File: src/rtl/fpalign_pkg.sv
package fpalign_pkg;

  // Number of extra low bits carried below the mantissa: guard, round, sticky.
  localparam int GRS_W = 3;

  // Which operand the alignment shifter acts on.
  typedef enum logic [1:0] {
    SEL_NONE = 2'd0,
    SEL_A    = 2'd1,
    SEL_B    = 2'd2
  } shift_sel_e;

endpackage

File: src/rtl/fpalign_expcmp.sv
module fpalign_expcmp #(
  parameter int EXP_W = 8,
  parameter int LIMIT = 27,
  localparam int SH_W = $clog2(LIMIT + 1)
) (
  input  logic [EXP_W-1:0]       a_exp,
  input  logic [EXP_W-1:0]       b_exp,
  output logic [EXP_W-1:0]       exp_max,
  output fpalign_pkg::shift_sel_e sel,
  output logic [SH_W-1:0]        shamt,
  output logic                   sat
);
  import fpalign_pkg::*;

  logic             a_gt;
  logic             b_gt;
  logic [EXP_W-1:0] diff;

  // Magnitude of the exponent difference, both comparisons kept as named nets.
  function automatic logic [EXP_W-1:0] abs_diff(input logic [EXP_W-1:0] x,
                                                input logic [EXP_W-1:0] y);
    return (x >= y) ? (x - y) : (y - x);
  endfunction

  always_comb begin
    a_gt    = a_exp > b_exp;
    b_gt    = b_exp > a_exp;
    diff    = abs_diff(a_exp, b_exp);
    exp_max = a_gt ? a_exp : b_exp;
    if (a_gt)      sel = SEL_B;
    else if (b_gt) sel = SEL_A;
    else           sel = SEL_NONE;
    sat   = diff >= EXP_W'(LIMIT);
    shamt = sat ? SH_W'(LIMIT) : SH_W'(diff);
  end

endmodule

File: src/rtl/fpalign_shift.sv
module fpalign_shift #(
  parameter int W    = 27,
  localparam int SH_W = $clog2(W + 1)
) (
  input  logic [W-1:0]    word,
  input  logic [SH_W-1:0] amt,
  output logic [W-1:0]    result,
  output logic            lost
);
  localparam logic [W-1:0] ONES = '1;

  logic [W-1:0] stg [SH_W+1];
  logic [W-1:0] keep_mask;
  logic [W-1:0] drop_mask;

  assign stg[0] = word;

  // Logarithmic barrel: stage k moves the word by 2**k when amt[k] is set.
  for (genvar k = 0; k < SH_W; k++) begin : g_stage
    assign stg[k+1] = amt[k] ? (stg[k] >> (1 << k)) : stg[k];
  end

  // Shifted all-ones word, inverted, marks the positions that fall off.
  assign keep_mask = ONES << amt;
  assign drop_mask = ~keep_mask;
  assign lost      = |(word & drop_mask);

  assign result = {stg[SH_W][W-1:1], stg[SH_W][0] | lost};

endmodule

File: src/rtl/fpalign_top.sv
module fpalign_top #(
  parameter int MANT_W = 24,
  parameter int EXP_W  = 8,
  localparam int EXT_W = MANT_W + fpalign_pkg::GRS_W,
  localparam int SH_W  = $clog2(EXT_W + 1)
) (
  input  logic              clk,
  input  logic              rst_n,
  input  logic              valid_i,
  input  logic              a_sign_i,
  input  logic [EXP_W-1:0]  a_exp_i,
  input  logic [MANT_W-1:0] a_mant_i,
  input  logic              b_sign_i,
  input  logic [EXP_W-1:0]  b_exp_i,
  input  logic [MANT_W-1:0] b_mant_i,
  output logic              valid_o,
  output logic              a_sign_o,
  output logic              b_sign_o,
  output logic [EXP_W-1:0]  exp_o,
  output logic [EXT_W-1:0]  a_mant_o,
  output logic [EXT_W-1:0]  b_mant_o
);
  import fpalign_pkg::*;

  // Named internal events, also observed by the bound checker.
  shift_sel_e       sel_w;
  logic             sat_w;
  logic [SH_W-1:0]  shamt_w;
  logic [EXP_W-1:0] exp_max_w;

  logic [EXT_W-1:0] a_ext;
  logic [EXT_W-1:0] b_ext;
  logic [EXT_W-1:0] sh_in;
  logic [EXT_W-1:0] sh_out;
  logic             lost_w;
  logic [EXT_W-1:0] a_next;
  logic [EXT_W-1:0] b_next;

  function automatic logic [EXT_W-1:0] widen(input logic [MANT_W-1:0] m);
    return {m, {GRS_W{1'b0}}};
  endfunction

  fpalign_expcmp #(
    .EXP_W (EXP_W),
    .LIMIT (EXT_W)
  ) u_cmp (
    .a_exp   (a_exp_i),
    .b_exp   (b_exp_i),
    .exp_max (exp_max_w),
    .sel     (sel_w),
    .shamt   (shamt_w),
    .sat     (sat_w)
  );

  assign a_ext = widen(a_mant_i);
  assign b_ext = widen(b_mant_i);
  assign sh_in = (sel_w == SEL_A) ? a_ext : b_ext;

  fpalign_shift #(
    .W (EXT_W)
  ) u_shift (
    .word   (sh_in),
    .amt    (shamt_w),
    .result (sh_out),
    .lost   (lost_w)
  );

  assign a_next = (sel_w == SEL_A) ? sh_out : a_ext;
  assign b_next = (sel_w == SEL_B) ? sh_out : b_ext;

  always_ff @(posedge clk or negedge rst_n) begin
    if (!rst_n) begin
      valid_o <= 1'b0;
    end else begin
      valid_o <= valid_i;
    end
  end

  always_ff @(posedge clk or negedge rst_n) begin
    if (!rst_n) begin
      a_sign_o <= 1'b0;
      b_sign_o <= 1'b0;
      exp_o    <= '0;
      a_mant_o <= '0;
      b_mant_o <= '0;
    end else if (valid_i) begin
      a_sign_o <= a_sign_i;
      b_sign_o <= b_sign_i;
      exp_o    <= exp_max_w;
      a_mant_o <= a_next;
      b_mant_o <= b_next;
    end
  end

endmodule

File: config.mk
export PLATFORM = sky130hd
export DESIGN_NAME = fpalign_top
export DESIGN_NICKNAME = d
export VERILOG_FILES = /design/src/rtl/fpalign_pkg.sv /design/src/rtl/fpalign_expcmp.sv /design/src/rtl/fpalign_shift.sv /design/src/rtl/fpalign_top.sv
export SDC_FILE = /design/constraint.sdc
export NUM_CORES = 1
export LEC_CHECK = 0
export CAP_MARGIN = 20
export CORE_MARGIN = 4
export CORE_UTILIZATION = 30
export CTS_BUF_LIST = sky130_fd_sc_hd__clkbuf_4
export CTS_CLUSTER_DIAMETER = 120
export DETAILED_ROUTE_END_ITERATION = 12
export GPL_TIMING_DRIVEN = 0
export PLACE_DENSITY = 0.51
export SLEW_MARGIN = 20
export SYNTH_ARGS = -nofsm -noshare
export SYNTH_HDL_FRONTEND = slang
export SYNTH_SLANG_ARGS = --single-unit
File: constraint.sdc
create_clock -name clk -period 0.9 [get_ports clk]
set_input_delay 0.135 -clock clk [delete_from_list [all_inputs] [get_ports clk]]
set_output_delay 0.135 -clock clk [all_outputs]
set_load 0.02 [all_outputs]
==> out/qor.csv, run 1 <==
metric,value,unit
status,finished with violations,
violations,setup timing,
clk_latency,0.44,ns
ys_types,89,
drt_iter0_drc,803,
drtAntennaViolNets,0,
fp.coreArea,21000,um2
cp-end-kind,flop,
fin_crit_sh,409,%
p_per_area,1450,nW/um2
synth_top_area_share,25.3,%
ir_drop,0.619,mV
ys_ff_latch,65,
drive_gt1_share,50.6,%
setup_viol,127,
rsz0062_at_grt,yes,
synth_flop_cell,dfrtp_1,
start_util,30.5,%
first_global_vias,7961,
fmax,271,MHz
cts_tree,built,
viasPerCell,5.96,
port_buffers,133,
synth_area,6420,um2
hpwlAfterDp,25200,um
wirelength,35900,um
start_kind,input port,
path_max_fanout,4,
postSynthNetCount,901,
gp_congestion,1.01,
yosysTopAreaCell,dfrtp_1,
avgSynthCellArea,7.89,um2
first_pass_iters,5,
timing.hold.ws,0.00993,ns
relSlewSlack,39.7,%
yosys-top-cells-area,"dfrtp_1 (25%), mux2i_1 (6.5%), nand2_1 (5.6%), a21oi_1 (4.8%), nor2_1 (4.0%)",
die_x,154,um
clock_path_buffers,2,
antenna_found_initial,1,
nets,1232,
period_needed,3.68,ns
num_vias,8495,
yosysSeqAreaShare,25.3,%
finalPower,17.4,mW
p_leak,4.72,nW
num_rows,53,
cts_buffers,9,
fillCellCount,1857,
die_area,23800,um2
grt-ovfl-total,0,
die_h,154,um
track_usage,28.0,%
multi_input_area,5960,um2
cap_violations,0,
seqCellArea,1630,um2
fin_skew,0,ns
ys_async_sr_fraction,100,%
route.detailed.drc,0,
grt_pass1_wl,51200,um
grt_max_degree,41,
crit_arrival,4.02,ns
ys_warn_count,0,
synthCells,814,
worst_pin_slew,0.904,ns
hp-class,input port to flop,
io_pins,134,
finalHoldViolations,0,
clk_pin_slew,0.12,ns
required,1.24,ns
area_growth,87.5,%
drv_slew,0,
clock-root-buffer,clkbuf_4,
htreeDepth,3,
wire_per_inst,25.1,um
fin_ws,-2.78,ns
synth_enable_flop_cells,0,
crit_type,input port to flop,
clkSinkCount,65,
Yosys cell counts (all sizes together) (19+ instances only):
master	number
a211oi	27
a21oi	68
a31oi	41
buf	33
clkbuf	31
dfrtp	65
inv	41
mux2	21
mux2i	44
nand2	97
nand3	19
nor2	70
nor3	25
o21ai	34
through the flow:
stage                     worst slack, ns  area, um2  instances  utilization, %  TNS (ns)
after floorplan                     -2.60       6680        814               -   -130.67
after global placement              -4.70       8360       1222            39.8   -414.85
after detailed placement            -4.59       8380       1223            39.9   -244.84
after CTS                           -2.71      10900       1367            51.8   -155.42
after global routing                -2.85      12000       1426            57.3   -165.17
final                               -2.78      12000       1426            57.3   -158.69
cells by family after synthesis:
family	synth area share, %
adders and majority gates	3.74
xor gates and xnor gates	0.682
DFF	25.3
and+or+nand+nor	19.2
muxes	11.6
AOI/OAI and AO/OA	31.6
buffers and inverters	7.87
sequential cells by signal, summed over array words and instances (netlist names):
| register | cells |
|---|---|
| a_mant_o | 27 |
| a_sign_o | 1 |
| b_mant_o | 27 |
| b_sign_o | 1 |
| exp_o | 8 |
| valid_o | 1 |
power by group:
part           switching [mW]  total [mW]  internal, mW
clock                    1.23        2.35          1.13
sequential              0.293        3.61          3.31
combinational            6.14        11.5          5.31
total                    7.66        17.4          9.75
cell usage in the layout, fill, tap and decap left out, types with 7 or more instances in the layout:
master and count:
o21a_1 7, dlygate4sd3_1 13, a21oi_4 9, a21oi_1 36
inv_1 29, o22ai_1 11, mux2i_2 7, inv_2 7
clkbuf_4 14, clkdlybuf4s50_1 50, mux2_2 10, a31oi_1 37
dfrtp_1 65, buf_12 14, buf_2 9, nor3_1 12
buf_6 119, nor2_1 58, mux2i_1 11, a21oi_2 23
ha_4 10, nand2_2 12, clkbuf_2 11, nand3_1 15
nor3_4 7, o211ai_1 14, clkbuf_1 11, buf_4 134
o21ai_1 13, nor2b_1 17, mux2_4 11, mux2i_4 26
a211oi_2 8, a211oi_1 13, nor2_2 8, nand2_1 79
buf_8 11, o21ai_0 13
critical path, cell delays in order:
cell and delay (ns):
buf_12 0.11, inv_12 0.04, ha_4 0.12, inv_2 0.03, fa_2 0.36, nand3_4 0.12, buf_4 0.13, a31oi_4 0.12
a311oi_4 0.37, buf_4 0.20, buf_6 0.15, buf_4 0.12, mux2_2 0.41, a2111oi_2 0.29, a211oi_1 0.14, a221oi_4 0.26
a311oi_2 0.20, a211oi_2 0.22, buf_4 0.17, a21oi_4 0.06, mux2_2 0.26
area by class of cell:
type,instances,area share [%]
buffer,59,4.64
antenna,1,0.0208
sequential,65,13.5
clock buffer,9,0.561
timing repair buffer,325,26.6
multi-input combinational,644,49.5
tap,275,2.86
clock inverter,7,0.779
inverter,41,1.49
final timing paths:
path	start	endpoint	slack (ns)	cells past startpoint
min reg2reg	a_mant_o[23]$_DFFE_PN0P_	a_mant_o[23]$_DFFE_PN0P_	0.51	1
max reg2reg	a_mant_o[3]$_DFFE_PN0P_	a_mant_o[3]$_DFFE_PN0P_	-0.13	3
max	a_exp_i[0]	b_mant_o[3]$_DFFE_PN0P_	-2.78	21
min in group asynchronous	rst_n	a_sign_o$_DFFE_PN0P_	0.14	2
min	b_exp_i[4]	exp_o[4]$_DFFE_PN0P_	0.01	3
max in group asynchronous	rst_n	b_mant_o[21]$_DFFE_PN0P_	0.20	3
layer usage:
metal / wire length, um / global-route usage [%]
met2: 16300 / 43.2
met4: 1610 / 10.7
met3: 3630 / 5.82
met1: 14300 / 38.5
met5: 0 / 0
what timing repair did:
| action | CTS | global route |
|---|---|---|
| hold endpoints to repair | 72 | 1 |
| endpoints found under the setup margin | 129 | 129 |
| gates resized for setup | 733 | 158 |
| hold buffers | 12 | 1 |
| pin swaps | 72 | 75 |
| cloned | 3 | 3 |
| buffers inserted | 115 | 61 |
(Power assumes the default switching activity.)
==> run 2, diff against run 1 <==
--- a/config.mk
+++ b/config.mk
@@ -13,7 +13,6 @@
 export DETAILED_ROUTE_END_ITERATION = 12
 export GPL_TIMING_DRIVEN = 0
 export PLACE_DENSITY = 0.51
-export SLEW_MARGIN = 20
 export SYNTH_ARGS = -nofsm -noshare
 export SYNTH_HDL_FRONTEND = slang
 export SYNTH_SLANG_ARGS = --single-unit
==> out/qor.csv, run 2 (synthesis gave the netlist of run 1 again) <==
metric,value,unit,change
top_regs,"a_mant_o: 27 flops, b_mant_o: 27 flops, exp_o: 8 flops",,
fmax,278,MHz,+2.6%
period_needed,3.59,ns,-0.0920 ns
status,finished with violations,,
fin_tns_setup,-157.03,ns,+1.66 ns
path_max_fanout,10,,+6
finalPower,17.8,mW,+2.4%
htreeDepth,3,,unchanged
die_area,23800,um2,unchanged
io_pins,134,,unchanged
hp-class,input port to asynchronous set/reset pin,,
pwr-share-seq,20.3,%,-0.4 points
p_per_area,1450,nW/um2,+0.32%
track_usage,28.0,%,+0.054 points
cts_tree,built,,
clock_path_buffers,2,,unchanged
first_pass_iters,5,,unchanged
start_util,30.5,%,unchanged
nets,1244,,+0.97%
route.detailed.drc,0,,unchanged
p_clk_share,13.1,%,-0.4 points
reg2reg_from,b_mant_o[6]$_DFFE_PN0P_,,
p_sw_share,44.1,%,+0.049 points
power.internal,9.98,mW,+2.3%
timing.hold.ws,-0.197,ns,-0.206 ns
p_comb_share,66.6,%,+0.8 points
ff2ff_setup_slack,-0.11,ns,+0.02 ns
final_cell_mix,"buf_4 (156), buf_6 (109), nand2_1 (75)",,
cp-end-kind,flop,,
wirelength,36300,um,+1.2%
drtAntennaViolNets,0,,unchanged
drv_slew,0,,unchanged
relSlewSlack,42.5,%,+2.8 points
worst_pin_slew,0.862,ns,-0.0423 ns
seqCellArea,1630,um2,unchanged
rsz0062_at_grt,yes,,
p_leak,4.78,nW,+1.3%
hpwlAfterDp,25200,um,about the same
fp.coreArea,21000,um2,unchanged
dpl_cell_area,8360,um2,-0.19%
viasPerCell,5.90,,-1.0%
required,1.27,ns,+0.03 ns
first_global_vias,8089,,+1.6%
place_inst,1223,,unchanged
die_x,154,um,unchanged
finalHoldViolations,65,,+65
fin_ws,-2.69,ns,+0.0920 ns
stdcell_count,1438,,+0.84%
fin_crit_sh,399,%,-10 points
setup_viol,129,,+1.6%
fillCellCount,1802,,-3.0%
violations,"hold timing, setup timing",,
drive_gt1_share,53.4,%,+2.8 points
netSwitchingPower,7.86,mW,+2.5%
die_h,154,um,unchanged
final_common_cell,buf_4,,
crit_arrival,3.96,ns,-0.06 ns
holdBufCountCts,7,,-5
clkSinkCount,65,,unchanged
fin_skew,0,ns,unchanged
stdcell_area,12300,um2,+2.1%
gp_congestion,1.01,,unchanged
grt_pass1_wl,51500,um,+0.47%
cap_violations,0,,unchanged
num_vias,8479,,-0.19%
multi_input_area,6190,um2,+3.9%
wire_per_inst,25.2,um,+0.34%
antenna_found_initial,1,,unchanged
clk_pin_slew,0.13,ns,about the same
grt-ovfl-total,0,,unchanged
ir_drop,0.661,mV,+6.7%
reg2regPathDepth,4,,+1
port_buffers,133,,unchanged
clk_latency,0.42,ns,-0.02 ns
drt_iter0_drc,978,,+22%
cts_buffers,9,,unchanged
num_rows,53,,unchanged
grt_max_degree,66,,+61%
timing.rr.end,b_mant_o[6]$_DFFE_PN0P_,,
area_growth,91.5,%,
start_kind,input port,,
crit_type,input port to flop,,
clock-root-buffer,clkbuf_4,,
==> run 2: layout make-up <==
cell class	count	share of cell area [%]
multi-input cells	644	50.4
well taps	275	2.80
flip-flops and latches	65	13.2
inverters	41	1.43
clock inverters	7	0.763
clock buffers	9	0.550
plain buffers	60	4.65
repair buffers	336	26.2
diodes	1	0.0204
==> run 2: repair_timing <==
action,4_1_cts,5_1_grt
setup buffers,94,101
resized for setup,436,443
setup endpoints to repair,129,129
pin swaps,87,115
endpoints found under the hold margin,70,65
gates cloned,5,1
==> run 2: critical path, stage by stage <==
cell and delay [ns]:
buf_12 0.11, inv_12 0.04, ha_4 0.12, inv_2 0.03, fa_2 0.36, nand3_4 0.10, buf_6 0.11, a31oi_4 0.10
a311oi_2 0.26, buf_4 0.20, buf_12 0.15, buf_4 0.26, mux2i_4 0.15, a2111oi_0 0.67, a211oi_2 0.11, and2_4 0.21
a211o_1 0.37, a32o_2 0.33, a21oi_2 0.11
==> run 2: power groups by stage <==
stage | clock (mW) | sequential (mW) | combinational (mW)
after floorplan | 0 | 4.06 | 3.81
after global placement | 0 | 3.59 | 7.31
after detailed placement | 0 | 3.59 | 7.22
after CTS | 2.37 | 3.55 | 9.70
after global routing | 2.50 | 3.66 | 12.3
final | 2.34 | 3.61 | 11.9
==> run 2: per-stage QoR <==
step	setup slack, ns	util [%]
after floorplan	-2.60	-
after global placement	-4.70	39.8
after global routing	-2.75	58.5
final	-2.69	58.5
after detailed placement	-4.60	39.8
after CTS	-2.71	51.0
==> run 2: routing by layer <==
metal / wire, um / vias to the layer above / share of wire (%) / GRT usage, %
met2: 16300 / 483 / 45 / 44.2
met1: 15000 / 4151 / 41 / 37.2
met5: 0 / - / 0 / 0
met3: 3420 / 115 / 9.4 / 6.88
li1: - / 3730 / - / -
met4: 1560 / 0 / 4.3 / 10.6
==> run 2: worst max-delay path by stage <==
| stage | from | cells past startpoint | slack [ns] | to |
|---|---|---|---|---|
| floorplan | a_exp_i[0] | 18 | -2.60 | a_mant_o[3]$_DFFE_PN0P_ |
| global placement | a_exp_i[0] | 17 | -4.70 | a_mant_o[2]$_DFFE_PN0P_ |
| detailed placement | a_exp_i[0] | 17 | -4.60 | a_mant_o[2]$_DFFE_PN0P_ |
| CTS | a_exp_i[0] | 21 | -2.71 | b_mant_o[3]$_DFFE_PN0P_ |
| global route | a_exp_i[0] | 19 | -2.75 | a_mant_o[0]$_DFFE_PN0P_ |
| finish | a_exp_i[0] | 19 | -2.69 | b_mant_o[0]$_DFFE_PN0P_ |
==> run 3, diff against run 2 <==
--- a/config.mk
+++ b/config.mk
@@ -6,13 +6,15 @@
 export NUM_CORES = 1
 export LEC_CHECK = 0
 export CAP_MARGIN = 20
-export CORE_MARGIN = 4
+export CORE_MARGIN = 2
 export CORE_UTILIZATION = 30
 export CTS_BUF_LIST = sky130_fd_sc_hd__clkbuf_4
 export CTS_CLUSTER_DIAMETER = 120
 export DETAILED_ROUTE_END_ITERATION = 12
 export GPL_TIMING_DRIVEN = 0
+export MAX_ROUTING_LAYER = met4
 export PLACE_DENSITY = 0.51
+export SKIP_CTS_REPAIR_TIMING = 1
 export SYNTH_ARGS = -nofsm -noshare
 export SYNTH_HDL_FRONTEND = slang
 export SYNTH_SLANG_ARGS = --single-unit
==> out/qor.csv, run 3 (synthesis gave the netlist of run 1 again) <==
metric,value,unit,change
first_global_vias,6997,,-13%
die_h,150,um,-2.6%
grt-ovfl-total,0,,unchanged
viasPerCell,5.95,,+0.97%
cts_tree,built,,
required,1.24,ns,-0.03 ns
wire_per_inst,24.8,um,-1.6%
period_needed,3.65,ns,+0.0580 ns
die_x,150,um,-2.6%
stdcell_area,10600,um2,-14%
port_buffers,133,,unchanged
cp-end-kind,flop,,
htreeDepth,3,,unchanged
grt_pass1_wl,46100,um,-10%
fillCellCount,2047,,+14%
crit_arrival,3.99,ns,+0.03 ns
num_vias,8037,,-5.2%
antenna_found_initial,1,,unchanged
place_inst,1223,,unchanged
dp_slack,-4.30,ns,+0.301 ns
timing.hold.ws,-0.225,ns,-0.0289 ns
grt_max_degree,66,,unchanged
num_rows,53,,unchanged
cap_violations,0,,unchanged
worst_pin_slew,0.837,ns,-0.0249 ns
crit_type,input port to flop,,
fin_skew,0,ns,unchanged
clock-root-buffer,clkbuf_4,,
area_growth,65.6,%,
drive_gt1_share,41.3,%,-12 points
dpl_cell_area,8360,um2,unchanged
fin_ws,-2.75,ns,-0.0580 ns
fmax,274,MHz,-1.6%
fp.coreArea,21000,um2,unchanged
first_pass_iters,7,,+2
p_leak,4.13,nW,-14%
status,finished with violations,,
fin_tns_setup,-157.73,ns,-0.701 ns
rsz0062_at_grt,yes,,
setup_viol,129,,unchanged
final_common_cell,buf_4,,
track_usage,28.5,%,+0.44 points
finalHoldViolations,66,,+1.5%
violations,"hold timing, setup timing",,
fin_crit_sh,406,%,+6.4 points
reg2reg_from,b_mant_o[10]$_DFFE_PN0P_,,
nets,1156,,-7.1%
drtAntennaViolNets,0,,unchanged
clk_pin_slew,0.13,ns,about the same
final_cell_mix,"buf_4 (101), nand2_1 (90), buf_6 (86)",,
path_max_fanout,5,,-5
clk_latency,0.44,ns,+0.02 ns
p_per_area,1510,nW/um2,+4.4%
wirelength,33500,um,-7.6%
clock_path_buffers,2,,unchanged
hpwlAfterDp,25100,um,-0.40%
ir_drop,0.631,mV,-4.4%
cts_buffers,9,,unchanged
gp_congestion,1.00,,-0.81%
stdcell_count,1350,,-6.1%
route.detailed.drc,0,,unchanged
clkSinkCount,65,,unchanged
hp-class,input port to asynchronous set/reset pin,,
start_kind,input port,,
drt_iter0_drc,814,,-17%
ff2ff_setup_slack,-0.11,ns,about the same
drv_slew,0,,unchanged
start_util,30.5,%,unchanged
die_area,22600,um2,-5.1%
startpoint,a_exp_i[0],,
io_pins,134,,unchanged
top_regs,"a_mant_o: 27 flops, b_mant_o: 27 flops, exp_o: 8 flops",,
relSlewSlack,44.2,%,+1.7 points
==> run 3: layer usage <==
metal  GRT usage (%)  share of wire (%)  vias to the layer above
met4            9.81                3.2                        0
met3            6.48                8.2                       80
met1            39.4                 44                     3979
li1                -                  -                     3565
met5               -                  0                        -
met2            40.6                 44                      413
==> run 3: power by group <==
group | switching, mW | internal [mW]
registers | 0.301 | 3.31
clock network | 1.27 | 1.43
logic | 5.50 | 4.30
total | 7.07 | 9.04
==> run 3: final cells by class <==
class	instances	area, um2	share of cell area [%]
Inverter	41	174	1.64
Multi-Input combinational cell	644	5510	51.8
Sequential cell	65	1630	15.3
Antenna cell	1	2.50	0.0235
Clock inverter	7	125	1.18
Tap cell	275	344	3.24
Buffer	62	467	4.39
Timing Repair Buffer	246	2310	21.8
Clock buffer	9	67.6	0.635
==> run 3: critical path, cell delays in order <==
cell	delay (ns)
buf_12	0.11
inv_12	0.04
ha_4	0.12
inv_2	0.04
fa_2	0.38
nand3_4	0.12
nand2_2	0.07
a311oi_2	0.29
a2bb2oi_2	0.11
or3_4	0.42
a211oi_4	0.22
buf_6	0.16
buf_8	0.12
mux4_2	0.39
a2111oi_2	0.41
a311oi_2	0.10
a211oi_2	0.22
buf_4	0.18
a21oi_2	0.07
mux2_4	0.26
==> run 3: stage by stage <==
stage	hold WS, ns	power (mW)	util [%]
after CTS	-0.192	13.5	40.7
after floorplan	-0.161	7.87	-
after global placement	0.465	10.9	39.8
after global routing	-0.172	16.7	50.6
after detailed placement	0.294	10.8	39.8
final	-0.225	16.1	50.6
==> run 3: path summary, 6_finish.rpt <==
kind                                             to  cells past startpoint
max                         a_mant_o[3]$_DFFE_PN0P_                     20
min reg2reg                 b_mant_o[5]$_DFFE_PN0P_                      1
min in group clk               exp_o[5]$_DFFE_PN0P_                      3
max reg2reg                b_mant_o[10]$_DFFE_PN0P_                      4
min                            b_sign_o$_DFFE_PN0P_                      1
max in group asynchronous  b_mant_o[21]$_DFFE_PN0P_                      1
